===== src/rtl/ifu_pkg.sv =====
package ifu_pkg;

  typedef enum logic [1:0] {
    TAG_UNDEF = 2'b00,
    TAG_DATA  = 2'b01,
    TAG_FMT_A = 2'b10,
    TAG_FMT_B = 2'b11
  } word_tag_e;

  typedef enum logic [1:0] {
    FLT_NONE    = 2'b00,
    FLT_ADDR    = 2'b01,
    FLT_ILLEGAL = 2'b10
  } fault_e;

  typedef enum logic [1:0] {
    ST_IDLE  = 2'b00,
    ST_ISSUE = 2'b01,
    ST_RESP  = 2'b10
  } fetch_st_e;

endpackage


===== src/rtl/ifu_range_chk.sv =====
module ifu_range_chk #(
  parameter int ADDR_W    = 16,
  parameter int MEM_WORDS = 64
) (
  input  logic [ADDR_W-1:0]            ic,
  output logic                         in_range,
  output logic [$clog2(MEM_WORDS)-1:0] word_idx
);
  localparam int IDX_W = $clog2(MEM_WORDS);
  localparam logic [ADDR_W-1:0] LIMIT = ADDR_W'(MEM_WORDS * 4);

  // Treated as unsigned, a negative counter exceeds LIMIT as long as the
  // memory spans less than half the address space.
  always_comb begin
    in_range = (ic < LIMIT);
    word_idx = ic[IDX_W+1:2];
  end
endmodule


===== src/rtl/ifu_tag_decode.sv =====
module ifu_tag_decode
  import ifu_pkg::*;
(
  input  logic [1:0] tag,
  output logic       is_instr,
  output logic       is_fmt_b
);
  always_comb begin
    is_instr = (tag == TAG_FMT_A) || (tag == TAG_FMT_B);
    is_fmt_b = (tag == TAG_FMT_B);
  end
endmodule


===== src/rtl/ifu_ctr.sv =====
module ifu_ctr #(
  parameter int ADDR_W = 16,
  parameter int STEP   = 4
) (
  input  logic              clk,
  input  logic              rst,
  input  logic              start_en,
  input  logic [ADDR_W-1:0] entry,
  input  logic              load_en,
  input  logic [ADDR_W-1:0] load_val,
  input  logic              adv_en,
  output logic [ADDR_W-1:0] ic
);
  localparam logic [ADDR_W-1:0] INC = ADDR_W'(STEP);

  always_ff @(posedge clk) begin
    if (rst)           ic <= '1;
    else if (start_en) ic <= entry;
    else if (load_en)  ic <= load_val;
    else if (adv_en)   ic <= ic + INC;
  end
endmodule


===== src/rtl/ifu_cycle_acc.sv =====
module ifu_cycle_acc #(
  parameter int CYC_W = 24,
  parameter int COST  = 10
) (
  input  logic             clk,
  input  logic             rst,
  input  logic             add_en,
  output logic [CYC_W-1:0] total
);
  localparam logic [CYC_W-1:0] STEP = CYC_W'(COST);

  always_ff @(posedge clk) begin
    if (rst)         total <= '0;
    else if (add_en) total <= total + STEP;
  end
endmodule


===== src/rtl/ifetch_unit.sv =====
module ifetch_unit
  import ifu_pkg::*;
#(
  parameter int ADDR_W     = 16,
  parameter int DATA_W     = 32,
  parameter int MEM_WORDS  = 64,
  parameter int CYC_W      = 24,
  parameter int FETCH_COST = 10,
  parameter int STEP       = 4
) (
  input  logic                         clk,
  input  logic                         rst,
  input  logic                         start_i,
  input  logic [ADDR_W-1:0]            entry_addr_i,
  input  logic                         load_i,
  input  logic [ADDR_W-1:0]            load_addr_i,
  input  logic                         fetch_req_i,
  output logic                         mem_rd_o,
  output logic [$clog2(MEM_WORDS)-1:0] mem_addr_o,
  input  logic [DATA_W-1:0]            mem_rdata_i,
  input  logic [1:0]                   mem_tag_i,
  output logic [ADDR_W-1:0]            ic_o,
  output logic [DATA_W-1:0]            ir_o,
  output logic                         fmt_b_o,
  output logic                         done_o,
  output logic                         running_o,
  output logic [1:0]                   err_code_o,
  output logic [CYC_W-1:0]             cycles_o
);
  localparam int IDX_W = $clog2(MEM_WORDS);

  fetch_st_e        state;
  fault_e           fault_q;
  logic             in_range, is_instr, is_fmt_b;
  logic [IDX_W-1:0] word_idx;
  logic             start_ok, load_ok, fetch_ok, advance;

  always_comb begin
    start_ok = start_i && !running_o && (state == ST_IDLE);
    load_ok  = load_i && running_o;
    fetch_ok = fetch_req_i && running_o && !load_i && (state == ST_IDLE);
    advance  = (state == ST_RESP) && is_instr;
  end

  ifu_range_chk #(.ADDR_W(ADDR_W), .MEM_WORDS(MEM_WORDS)) u_range (
    .ic(ic_o), .in_range(in_range), .word_idx(word_idx)
  );

  ifu_tag_decode u_tag (
    .tag(mem_tag_i), .is_instr(is_instr), .is_fmt_b(is_fmt_b)
  );

  ifu_ctr #(.ADDR_W(ADDR_W), .STEP(STEP)) u_ctr (
    .clk(clk), .rst(rst),
    .start_en(start_ok), .entry(entry_addr_i),
    .load_en(load_ok), .load_val(load_addr_i),
    .adv_en(advance), .ic(ic_o)
  );

  ifu_cycle_acc #(.CYC_W(CYC_W), .COST(FETCH_COST)) u_cyc (
    .clk(clk), .rst(rst), .add_en(advance), .total(cycles_o)
  );

  always_ff @(posedge clk) begin
    if (rst) begin
      state      <= ST_IDLE;
      fault_q    <= FLT_NONE;
      ir_o       <= '0;
      fmt_b_o    <= 1'b0;
      done_o     <= 1'b0;
      running_o  <= 1'b0;
      mem_rd_o   <= 1'b0;
      mem_addr_o <= '0;
    end else begin
      done_o   <= 1'b0;
      mem_rd_o <= 1'b0;
      if (start_ok) begin
        running_o <= 1'b1;
        fault_q   <= FLT_NONE;
      end
      unique case (state)
        ST_IDLE: begin
          if (fetch_ok) begin
            if (in_range) begin
              mem_rd_o   <= 1'b1;
              mem_addr_o <= word_idx;
              state      <= ST_ISSUE;
            end else begin
              ir_o      <= '0;
              running_o <= 1'b0;
              fault_q   <= FLT_ADDR;
            end
          end
        end
        ST_ISSUE: state <= ST_RESP;
        ST_RESP: begin
          state <= ST_IDLE;
          if (is_instr) begin
            ir_o    <= mem_rdata_i;
            fmt_b_o <= is_fmt_b;
            done_o  <= 1'b1;
          end else begin
            ir_o      <= '0;
            running_o <= 1'b0;
            fault_q   <= FLT_ILLEGAL;
          end
        end
        default: state <= ST_IDLE;
      endcase
    end
  end

  assign err_code_o = fault_q;

  // a successful fetch is signalled by a single-cycle pulse
  a_r3_done_pulse: assert property (@(posedge clk) disable iff (rst)
    done_o |=> !done_o);

  // each completed fetch charges the fixed cost exactly once
  a_r5_cycle_charge: assert property (@(posedge clk) disable iff (rst)
    done_o |-> (cycles_o == $past(cycles_o) + CYC_W'(FETCH_COST)));

  // entering a fault leaves a cleared IR and a stopped unit
  a_r7_fault_stops: assert property (@(posedge clk) disable iff (rst)
    ((err_code_o != 2'b00) && ($past(err_code_o) == 2'b00)) |->
      ((ir_o == '0) && !running_o));

  // the fetch port is only used by a running unit
  a_r8_read_needs_run: assert property (@(posedge clk) disable iff (rst)
    mem_rd_o |-> $past(running_o));

  // without a coincident jump, completion advances the counter
  a_r9_advance: assert property (@(posedge clk) disable iff (rst)
    (done_o && !$past(load_i)) |-> (ic_o == $past(ic_o) + ADDR_W'(STEP)));

endmodule


===== config.mk =====
export PLATFORM = sky130hd
export DESIGN_NAME = ifetch_unit
export DESIGN_NICKNAME = d
export VERILOG_FILES = /design/src/rtl/ifu_pkg.sv /design/src/rtl/ifu_range_chk.sv /design/src/rtl/ifu_tag_decode.sv /design/src/rtl/ifu_ctr.sv /design/src/rtl/ifu_cycle_acc.sv /design/src/rtl/ifetch_unit.sv
export SDC_FILE = /design/constraint.sdc
export NUM_CORES = 1
export LEC_CHECK = 0
export BUFFER_PORTS_ARGS = -buffer_cell sky130_fd_sc_hd__buf_2
export CAP_MARGIN = 20
export CORE_ASPECT_RATIO = 0.5
export CORE_MARGIN = 2
export CORE_UTILIZATION = 54
export CTS_CLUSTER_DIAMETER = 50
export CTS_CLUSTER_SIZE = 25
export DETAILED_ROUTE_END_ITERATION = 16
export GPL_TIMING_DRIVEN = 0
export PLACE_DENSITY_LB_ADDON = 0.1
export SLEW_MARGIN = 15
export SYNTH_ARGS = -nofsm -noshare
export SYNTH_HDL_FRONTEND = slang
export SYNTH_HIERARCHICAL = 1
export SYNTH_SLANG_ARGS = --single-unit
export TNS_END_PERCENT = 50

===== constraint.sdc =====
create_clock -name clk -period 4.1 [get_ports clk]
set_input_delay 0.82 -clock clk [delete_from_list [all_inputs] [get_ports clk]]
set_output_delay 0.82 -clock clk [all_outputs]
set_load 0.03 [all_outputs]

==> results by group, run 1 <==
Setup path
  • R2r setup slk: roughly 1.7 ns
  • Crit path required time: between 4 and 5 ns
  • Worst Setup Start Kind: input pin
  • Worst path cell trace: buf_2 -> clkbuf_1 -> and3b_1 -> buf_2 -> buf_2 -> buf_4 -> and4_4 -> nand4_4 -> or4_1 -> a21oi_1
  • Critical path peak fanout: 11
  • Worst path buffer plus inverter count: 5
  • CP peak stage delay: around 0.54 ns
  • CP delay by family, top: simple AND/OR/NAND/NOR gates
  • CP Class: in2reg
  • Critical path capture point type: flop
  • Critical path arrival: 3.00 ns
  • Critical Path Most Common Cell: buf_2
  • Crit-path slowest cell: or4_1

Synthesis
  • Synth Instances: around 490
  • Synth top area cells: dfxtp_1 (39%), a21oi_1 (6.9%), nand3b_1 (5.7%)
  • Yosys Warn Count: 6
  • Seq/Total Area, Yosys: 39.0%
  • Synth Area per Inst: 8.91 um^2
  • Post-synth top area cell: dfxtp_1
  • Syn nets: 562
  • Area of the mapped netlist: between 0.004 and 0.005 mm^2
  • Post-synth EDFFs: 0
  • Yosys top cell area share: 39.0%
  • Synth Flop Type: dfxtp_1
  • Ys async rst share: 0%
  • Distinct cell type count after synthesis: 63
  • Flops & latches, synth: 85

Status
  • Outcome: complete, no violations

Detailed routing
  • 1st-iter DRT viols: 260
  • Via count: between 4000 and 5000
  • WL final: between 10000 and 15000 um
  • DRC: 0
  • Wire per inst: 15.1 um
  • Final ANT Viol Nets: 0
  • Drt pass-1 iters: 5
  • Via-to-Cell Ratio: 5.59

GRT
  • Vias in the first global route: ~3800
  • Gr ovfl total: 0
  • First-pass GRT wire length: 18100 um
  • Met1 usage: between 30 and 40%
  • Total GRT Usage: between 20% and 30%
  • Initial antenna violation count: 0
  • Layer with the highest usage: met2
  • Met3 Track Usage GR: 7.29%
  • Largest net degree at the start of global routing: 18
  • Global routing usage on met2: between 40% and 50%

Layout
  • Synth-to-layout area growth: 27.3%
  • Post-route cell area: around 0.0056 mm^2
  • Share of cells above drive strength 1: a little under a third
  • Net count reported at finish: around 730
  • N_diodes: 0

Floorplanning
  • Die Area: around 0.009 mm^2
  • Core area: between 0.007 and 0.008 mm^2
  • Row count: 23
  • Initial core utilization: 55.1%
  • Die span in x: 131 um
  • Die Ht: slightly below 70 um
  • Number of I/O pins: around 160

Timing
  • Worst Tran Pin Value: between 0.5 and 0.6 ns
  • Final Hold Vio Count: 0
  • Fin Clk Skew: about 0.0043 ns
  • RSZ-0062 raised after global routing: no
  • Setup tns final: 0 ns
  • Slew Limit Fails: 0
  • Tcrit/Tclk final: between 60% and 70%
  • Max Freq: 0.365 GHz
  • Final Setup Violations: 0
  • Tmin final: between 2 and 3 ns
  • Relative slew slack: between 60% and 70%
  • Worst hold margin: around 0.46 ns

Clocking
  • Post-CTS setup buffer count: 0
  • CTS Buf Count: 9
  • Register clock-pin slew on the reported worst setup and hold paths: 0.06 ns
  • Worst-Skew Late Latency: between 0.3 and 0.4 ns
  • Clock Path Buffers: 2
  • CTS tree: done
  • Number of gates resized after CTS: 0
  • Clk root buf: clkbuf_16
  • TritonCTS Sinks: 85
  • H-tree Lvls: 3
  • Hold buffers post-CTS: 0

Min path
  • Worst min path class: reg2reg

Placed design
  • Port Buffer Count: between 150 and 200
  • Post-DP HPWL: just over 8000 um
  • Placed cell area: approximately 0.0053 mm^2
  • GP Congestion: 0.850

Pwr
  • Sw Pwr: about 520 uW
  • Pint: approximately 1.4 mW
  • Static Leak: ~2.3 nW
  • Max IR drop VDD: approximately 0.00020 V
  • Logic gate share of total power: between 10% and 20%
  • Flop pwr share: about 45%
  • Power Dens Cells: 354 mW/mm^2
  • Clock power frac: approximately two fifths
  • Switching portion of total power: 26.4%

Job
  • # Max-Cap Violations: 0
## power groups by stage
stage	clock network, mW	logic [mW]	registers (mW)
after floorplan	0	0.174	0.921
after global placement	0	0.293	0.894
after detailed placement	0	0.296	0.893
after CTS	0.802	0.298	0.876
after global routing	0.833	0.325	0.879
final	0.786	0.300	0.877
## through the flow
stage | worst slack, ns | utilization [%] | power [mW] | cells
2_1_floorplan | 1.46 | - | 1.09 | 489
3_3_place_gp | 1.10 | 66.5 | 1.19 | 754
3_5_place_dp | 1.07 | 66.5 | 1.19 | 754
4_1_cts | 1.40 | 70.1 | 1.98 | 770
5_1_grt | 1.17 | 70.1 | 2.04 | 770
6_report | 1.36 | 70.1 | 1.96 | 770
## path summary, 6_finish.rpt
path | cells past startpoint | from | endpoint
hold / removal | 2 | err_code_o[0] | err_code_o[0]
setup / recovery | 10 | mem_tag_i[1] | u_cyc/total[19]
hold reg to reg | 2 | err_code_o[0] | err_code_o[0]
setup reg to reg | 8 | state[1] | u_cyc/total[19]
## metal layers
metal	up-vias	wire, um
met5	-	0
met4	0	68
met3	8	1040
met2	163	5120
met1	2002	5440
li1	2128	-
## worst register-to-register path, cell delays in order, from the launching register on
cell and delay (ns):
dfxtp_1 0.40, and3b_1 0.17, buf_2 0.19, buf_2 0.28, buf_4 0.21, and4_4 0.28, nand4_4 0.15, or4_1 0.54
a21oi_1 0.15
## cell usage after synthesis, types with 2 or more instances
cell,n
dfxtp_1,85
a21oi_1,60
nand3b_1,33
a22oi_1,32
nand2_1,21
nor2_1,21
clkbuf_1,19
nand2b_1,18
mux2i_1,16
o21ai_0,14
buf_4,13
nand3_1,13
nor3_1,12
or3_1,11
xnor2_1,10
buf_2,8
nand4_1,7
nor2b_1,7
inv_1,6
nor3b_1,6
xor2_1,5
nor4_1,4
o31ai_1,4
or4_1,4
a2bb2oi_1,3
and4_1,3
mux2_2,3
nand4_2,3
o211ai_1,3
o21ai_1,3
a2111oi_0,2
and2_1,2
and4_4,2
buf_1,2
ha_1,2
nor4_4,2
o221ai_1,2
o22a_1,2
or2_2,2
## kinds of logic after synthesis
kind of cell    Yosys count  share of synthesized area (%)
xor+xnor                 15                           3.01
fa+ha+maj                 2                          0.574
compound gates          133                           18.9
other cells               1                         0.0860
simple gates            185                           28.2
buf+inv                  49                           5.74
mux                      19                           4.45
flops                    85                           39.0
## state kept, by name, summed over array words and instances, names as in the netlist, 2 cells and up
register and cells:
err_code_o 2, ir_o 32, u_cyc/total 23, mem_addr_o 6, u_ctr/ic 16, state 2
## cell usage in the layout, fill, tap and decap left out, drive strengths merged, types with 13 or more instances in the layout
| master | n |
|---|---|
| a21oi | 60 |
| nand3b | 34 |
| mux2i | 16 |
| nor3 | 14 |
| nor2 | 21 |
| clkbuf | 31 |
| nand2b | 18 |
| o21ai | 17 |
| a22oi | 32 |
| dfxtp | 85 |
| buf | 177 |
| nand2 | 22 |
| nand3 | 13 |
## cell type report
type,count,area [um^2]
multi-input combinational,355,2410
tap,112,140
timing repair buffer,153,766
sequential,85,1700
fill,672,2360
clock inverter,4,48.8
clock buffer,12,236
buffer,43,228
inverter,6,22.5
Note: power is estimated with default switching activity, not from simulation.
==> run 2, diff against run 1 <==
--- a/config.mk
+++ b/config.mk
@@ -5,11 +5,12 @@
 export SDC_FILE = /design/constraint.sdc
 export NUM_CORES = 1
 export LEC_CHECK = 0
+export ABC_AREA = 1
 export BUFFER_PORTS_ARGS = -buffer_cell sky130_fd_sc_hd__buf_2
 export CAP_MARGIN = 20
 export CORE_ASPECT_RATIO = 0.5
 export CORE_MARGIN = 2
-export CORE_UTILIZATION = 54
+export CORE_UTILIZATION = 47
 export CTS_CLUSTER_DIAMETER = 50
 export CTS_CLUSTER_SIZE = 25
 export DETAILED_ROUTE_END_ITERATION = 16
==> constraint.sdc (replaced) <==
create_clock -name clk -period 2.3 [get_ports clk]
set_input_delay 0.46 -clock clk [delete_from_list [all_inputs] [get_ports clk]]
set_output_delay 0.46 -clock clk [all_outputs]
set_load 0.03 [all_outputs]
==> run 2 against run 1 <==
Compared with the run above: synthesized area up 11%; setup slack worse by 0.97 ns; sequential power up 81%; final area up 10%; via count up 21%; critical endpoint is now u_cyc/total[20]; largest power group is now the clock network.
==> results by group, run 2 <==
Min path
  • Min-delay src: mem_rdata_i[13]
  • Worst min path class: in2reg
  • WHS Path Cells: 3

Layout
  • Seq. cell area: ~0.0017 mm^2
  • Synth-to-layout area growth: 26.2%
  • Commonest non-fill, non-tap cells in the layout: nand2_1 (204), buf_2 (169), nor2_1 (142), dfxtp_1 (85), inv_1 (80)
  • N_diodes: 0
  • Net count reported at finish: 1005
  • Share of cells above drive strength 1: a little over a quarter
  • Leading cell type in the layout, fill and taps excluded: nand2_1
  • Multi-input logic area: 0.00256 mm^2
  • Post-route cell area: 0.00610 mm^2
  • Top Registers: ir_o: 32 flops, u_cyc/total: 23 flops, u_ctr/ic: 16 flops
  • Register name with the most flops: ir_o
  • Non-Filler Instances: 1077
  • Filler cells: around 1000
  • Max reg flops: 32

Detailed routing
  • Via-to-Cell Ratio: 4.85
  • Met2 WL post-DR: 6360 um
  • Final ANT Viol Nets: 0
  • Highest routed layer: met4
  • DRC: 0
  • Via count: ~5200
  • Met3 wire len: a little over 900 um
  • WL final: between 10000 and 15000 um
  • 1st-iter DRT viols: roughly 290
  • Metal-1 WL: approximately 5700 um
  • Drt pass-1 iters: 5
  • Wire per inst: around 12 um

Setup path
  • CP Class: reg2reg
  • FF-to-FF Start: state[1]
  • R2R cell count: 12
  • Critical path peak fanout: 10
  • Crit path launch: state[1]
  • Critical path arrival: around 2.1 ns
  • Critical path capture point type: flop
  • Worst Setup Start Kind: flop
  • Crit path required time: between 2 and 3 ns

Floorplanning
  • Row count: 26
  • Die span in x: around 150 um
  • Die Ht: roughly 76 um
  • Number of I/O pins: roughly 160
  • Initial core utilization: between 40% and 50%
  • Core area: roughly 0.010 mm^2
  • Die Area: between 0.01 and 0.015 mm^2

Timing
  • Worst Tran Pin Value: between 0.5 and 0.6 ns
  • Max Freq: between 0.5 and 0.6 GHz
  • Slew Limit Fails: 0
  • RSZ-0062 raised after global routing: no
  • Fin Clk Skew: about 0.0077 ns
  • Tmin final: approximately 1.9 ns
  • Final Hold Vio Count: 0
  • Tcrit/Tclk final: 82.8%
  • Setup tns final: 0 ns
  • Final Setup Violations: 0
  • Worst hold margin: approximately 0.32 ns
  • Relative slew slack: between 60 and 70%

Pwr
  • Max IR drop VDD: 0.000350 V
  • Static Leak: between 3 and 4 nW
  • Power Dens Cells: between 600 and 700 mW/mm^2
  • Power Total: between 3 and 4 mW

Placed design
  • Placed cell area: between 0.005 and 0.006 mm^2
  • Placed insts: ~1100
  • GP Congestion: about 0.9
  • Port Buffer Count: about 150
  • Post-DP HPWL: 9820 um

Clocking
  • TritonCTS Sinks: between 80 and 90
  • Hold buffers post-CTS: 0
  • CTS tree: done
  • H-tree Lvls: 3
  • Clk root buf: clkbuf_16
  • Register clock-pin slew on the reported worst setup and hold paths: ~0.060 ns
  • Clock Path Buffers: 2
  • Worst-Skew Late Latency: roughly 0.34 ns
  • Number of gates resized after CTS: 0
  • Post-CTS setup buffer count: 0
  • CTS Buf Count: 9

Synthesis
  • Most instantiated library cell after synthesis: nand2_1
  • Flops & latches, synth: 85
  • Yosys Warn Count: 6
  • Synth Flop Type: dfxtp_1
  • Synth top area cells: dfxtp_1 (35%), nand2_1 (16%), nor2_1 (11%)
  • Post-synth EDFFs: 0
  • Synth cell count leaders: nand2_1 (204), nor2_1 (142), dfxtp_1 (85)
  • Syn nets: about 840
  • Ys async rst share: 0%
  • Post-synth top area cell: dfxtp_1
  • Seq/Total Area, Yosys: between 30% and 40%
  • Yosys top cell area share: 35.2%
  • Synth Instances: 768
  • Area of the mapped netlist: around 0.0048 mm^2
  • Distinct cell type count after synthesis: 34
  • Synth Area per Inst: around 6.3 um^2

GRT
  • Largest net degree at the start of global routing: 14
  • Gr ovfl total: 0
  • First-pass GRT wire length: between 20000 and 25000 um
  • Vias in the first global route: about 4600
  • Initial antenna violation count: 0
  • Total GRT Usage: a little under a quarter

Job
  • # Max-Cap Violations: 0

Status
  • Outcome: complete, no violations
## run 2: worst paths after layout
check	end	slack (ns)
worst max-delay path	u_cyc/total[20]	0.39
worst min-delay path	ir_o[13]	0.32
worst max register to register	u_cyc/total[20]	0.39
worst min register to register	err_code_o[1]	0.46
## run 2: cell families after synthesis
group | synth area share, %
simple gates | 41.6
buf+inv | 11.9
compound gates | 10.0
flops | 35.2
xor+xnor | 0.724
fa+ha+maj | 0.517
other cells | 0.0775
## run 2: through the flow
step	util, %	setup slack [ns]
2_1_floorplan	-	0.661
3_3_place_gp	57.1	0.280
3_5_place_dp	57.1	0.226
4_1_cts	60.3	0.387
5_1_grt	60.3	0.276
6_report	60.3	0.395
## run 2: routing by layer
metal / GRT usage, % / vias to the layer above
met5: 0 / -
met3: 6.47 / 17
met4: 6.09 / 0
met2: 43.5 / 154
li1: - / 2717
met1: 27.2 / 2333
## run 2: power breakdown
group | switching, mW | leakage, nW | internal (mW)
Clock | 0.595 | 0.163 | 1.01
Combinational | 0.465 | 2.39 | 0.267
Sequential | 0.0645 | 0.691 | 1.53
Total | 1.13 | 3.24 | 2.80
## run 2: area by class of cell
class,instances,area share [%]
Timing Repair Buffer,153,12.5
Buffer,42,4.14
Inverter,86,5.29
Multi-Input combinational cell,555,41.9
Tap cell,140,2.87
Clock inverter,4,1.15
Clock buffer,12,4.20
Sequential cell,85,27.9
## run 2: worst max-delay path, stage by stage (launching register included)
cell and delay (ns):
dfxtp_1 0.40, nand2_2 0.13, inv_1 0.07, nand2_1 0.08, inv_1 0.19, buf_4 0.22, inv_2 0.10, nor2_1 0.13
nand3b_1 0.10, nor2_2 0.18, nand3_1 0.10, nand2_1 0.07, nor2_1 0.04
==> run 3, diff against run 2 <==
--- a/config.mk
+++ b/config.mk
@@ -10,7 +10,7 @@
 export CAP_MARGIN = 20
 export CORE_ASPECT_RATIO = 0.5
 export CORE_MARGIN = 2
-export CORE_UTILIZATION = 47
+export CORE_UTILIZATION = 52
 export CTS_CLUSTER_DIAMETER = 50
 export CTS_CLUSTER_SIZE = 25
 export DETAILED_ROUTE_END_ITERATION = 16
==> constraint.sdc (replaced) <==
create_clock -name clk -period 2 [get_ports clk]
set_input_delay 0.4 -clock clk [delete_from_list [all_inputs] [get_ports clk]]
set_output_delay 0.4 -clock clk [all_outputs]
set_load 0.03 [all_outputs]
==> run 3 against run 2 <==
Compared with the run above: setup slack got worse by 0.20 ns; clock power increased by 14%; sequential cell count unchanged; worst hold slack worse by 0.058 ns; global-route usage is 2.5 points higher; via count grew 0.34%; register-to-register slack worse by 0.20 ns; power is 14% higher; die area is 9.2% lower; first-iteration DRC count shrank 23%; critical path depth up 1.
==> results by group, run 3 (same netlist as run 2, synthesis figures left out) <==
Detailed routing
  • Wire per inst: 12.3 um
  • DRC: 0
  • Drt pass-1 iters: 4
  • Via count: approximately 5200
  • WL final: 12900 um
  • Final ANT Viol Nets: 0
  • Via-to-Cell Ratio: between 4 and 5
  • 1st-iter DRT viols: approximately 220

GRT
  • Largest net degree at the start of global routing: 15
  • Initial antenna violation count: 0
  • First-pass GRT wire length: approximately 21000 um
  • Total GRT Usage: approximately 26%
  • Gr ovfl total: 0
  • Vias in the first global route: about 4700

Timing
  • Final Hold Vio Count: 0
  • Fin Clk Skew: roughly 0.0055 ns
  • RSZ-0062 raised after global routing: no
  • Max Freq: ~0.55 GHz
  • Slew Limit Fails: 0
  • Final Setup Violations: 0
  • Tmin final: between 1.5 and 2 ns
  • Tcrit/Tclk final: about nine tenths
  • Setup tns final: 0 ns

Layout
  • Filler cells: around 830
  • Non-Filler Instances: ~1100
  • Leading cell type in the layout, fill and taps excluded: nand2_1
  • Seq. cell area: about 0.0017 mm^2
  • Share of cells above drive strength 1: approximately a quarter
  • Max reg flops: 32
  • Commonest non-fill, non-tap cells in the layout: nand2_1 (204), buf_2 (169), nor2_1 (142), dfxtp_1 (85), inv_1 (79)
  • Register name with the most flops: ir_o
  • Top Registers: ir_o: 32 flops, u_cyc/total: 23 flops, u_ctr/ic: 16 flops
  • Net count reported at finish: 1005
  • Synth-to-layout area growth: 25.6%
  • N_diodes: 0
  • Multi-input logic area: roughly 0.0026 mm^2

Setup path
  • Critical path arrival: slightly above 2 ns
  • CP delay by family, top: simple AND/OR/NAND/NOR gates
  • CP Class: reg2reg
  • Worst Setup Start Kind: flop
  • Critical path capture point type: flop
  • Crit path required time: ~2.2 ns
  • Critical path peak fanout: 10
  • Crit path launch: state[0]
  • Crit-path slowest cell: dfxtp_1
  • Worst path cell trace: inv_1 -> nand2_2 -> inv_1 -> nand2_1 -> inv_2 -> buf_4 -> inv_2 -> nor2_1 -> nand3b_1 -> nor2_2 -> nand3_1 -> nand2_1 -> nor2_1
  • CP peak stage delay: 0.32 ns
  • FF-to-FF Start: state[0]
  • Worst path buffer plus inverter count: 5

Pwr
  • Max IR drop VDD: 0.000446 V
  • Static Leak: approximately 3.2 nW
  • Power Dens Cells: around 740 mW/mm^2
  • Power Total: roughly 4.5 mW

Clocking
  • Register clock-pin slew on the reported worst setup and hold paths: roughly 0.060 ns
  • Clock Path Buffers: 2
  • Hold buffers post-CTS: 0
  • Number of gates resized after CTS: 0
  • Worst-Skew Late Latency: between 0.3 and 0.4 ns
  • CTS tree: done
  • TritonCTS Sinks: 85
  • H-tree Lvls: 3
  • Post-CTS setup buffer count: 0
  • Clk root buf: clkbuf_16
  • CTS Buf Count: 9

Placed design
  • Port Buffer Count: 153
  • GP Congestion: roughly 0.9
  • Post-DP HPWL: 9670 um
  • Placed insts: around 1000

Status
  • Outcome: complete, no violations

Floorplanning
  • Number of I/O pins: 155
  • Core area: a little under 0.009 mm^2
  • Die Ht: slightly above 70 um
  • Die Area: roughly 0.010 mm^2
  • Initial core utilization: 54.6%
  • Row count: 24
  • Die span in x: approximately 140 um

Min path
  • Worst min path class: in2reg
  • Min-delay src: mem_rdata_i[13]

Job
  • # Max-Cap Violations: 0
[run 3: worst paths after layout]
path,to,slack (ns),cells past startpoint
worst max-delay path,u_cyc/total[20],0.20,13
worst min-delay path,ir_o[13],0.27,3
worst max register to register,u_cyc/total[20],0.20,13
worst min register to register,fmt_b_o,0.46,2
[run 3: area by class of cell]
class / count / area share, %
buffer: 42 / 4.16
clock buffer: 10 / 3.93
clock inverter: 6 / 1.42
inverter: 86 / 5.31
multi-input combinational: 555 / 42.1
sequential: 85 / 28.0
tap: 117 / 2.41
timing repair buffer: 153 / 12.6
[run 3: worst min-delay path, stage by stage]
cell and delay [ns]:
buf_2 0.08, nand2_1 0.04, o21ai_0 0.05
[run 3: routing by layer]
metal | vias up | GRT usage, % | wire, um
li1 | 2719 | - | -
met1 | 2326 | 30.5 | 5400
met2 | 176 | 46.6 | 6390
met3 | 18 | 6.67 | 946
met4 | 0 | 8.08 | 210
met5 | - | 0 | 0
[run 3: power by group]
| group | internal (mW) | switching [mW] | total, mW |
|---|---|---|---|
| Sequential | 1.76 | 0.0732 | 1.83 |
| Clock | 1.13 | 0.692 | 1.82 |
| Combinational | 0.307 | 0.532 | 0.839 |
[run 3: stage by stage]
step | cell area, um^2 | setup slack (ns) | util (%) | hold WS [ns]
2_1_floorplan | 4840 | 0.393 | - | 0.459
3_3_place_gp | 5750 | 0.0728 | 64.9 | 0.449
3_5_place_dp | 5750 | 0.0180 | 64.9 | 0.451
4_1_cts | 6070 | 0.114 | 68.6 | 0.259
5_1_grt | 6070 | 0.0192 | 68.6 | 0.262
6_report | 6070 | 0.197 | 68.6 | 0.266
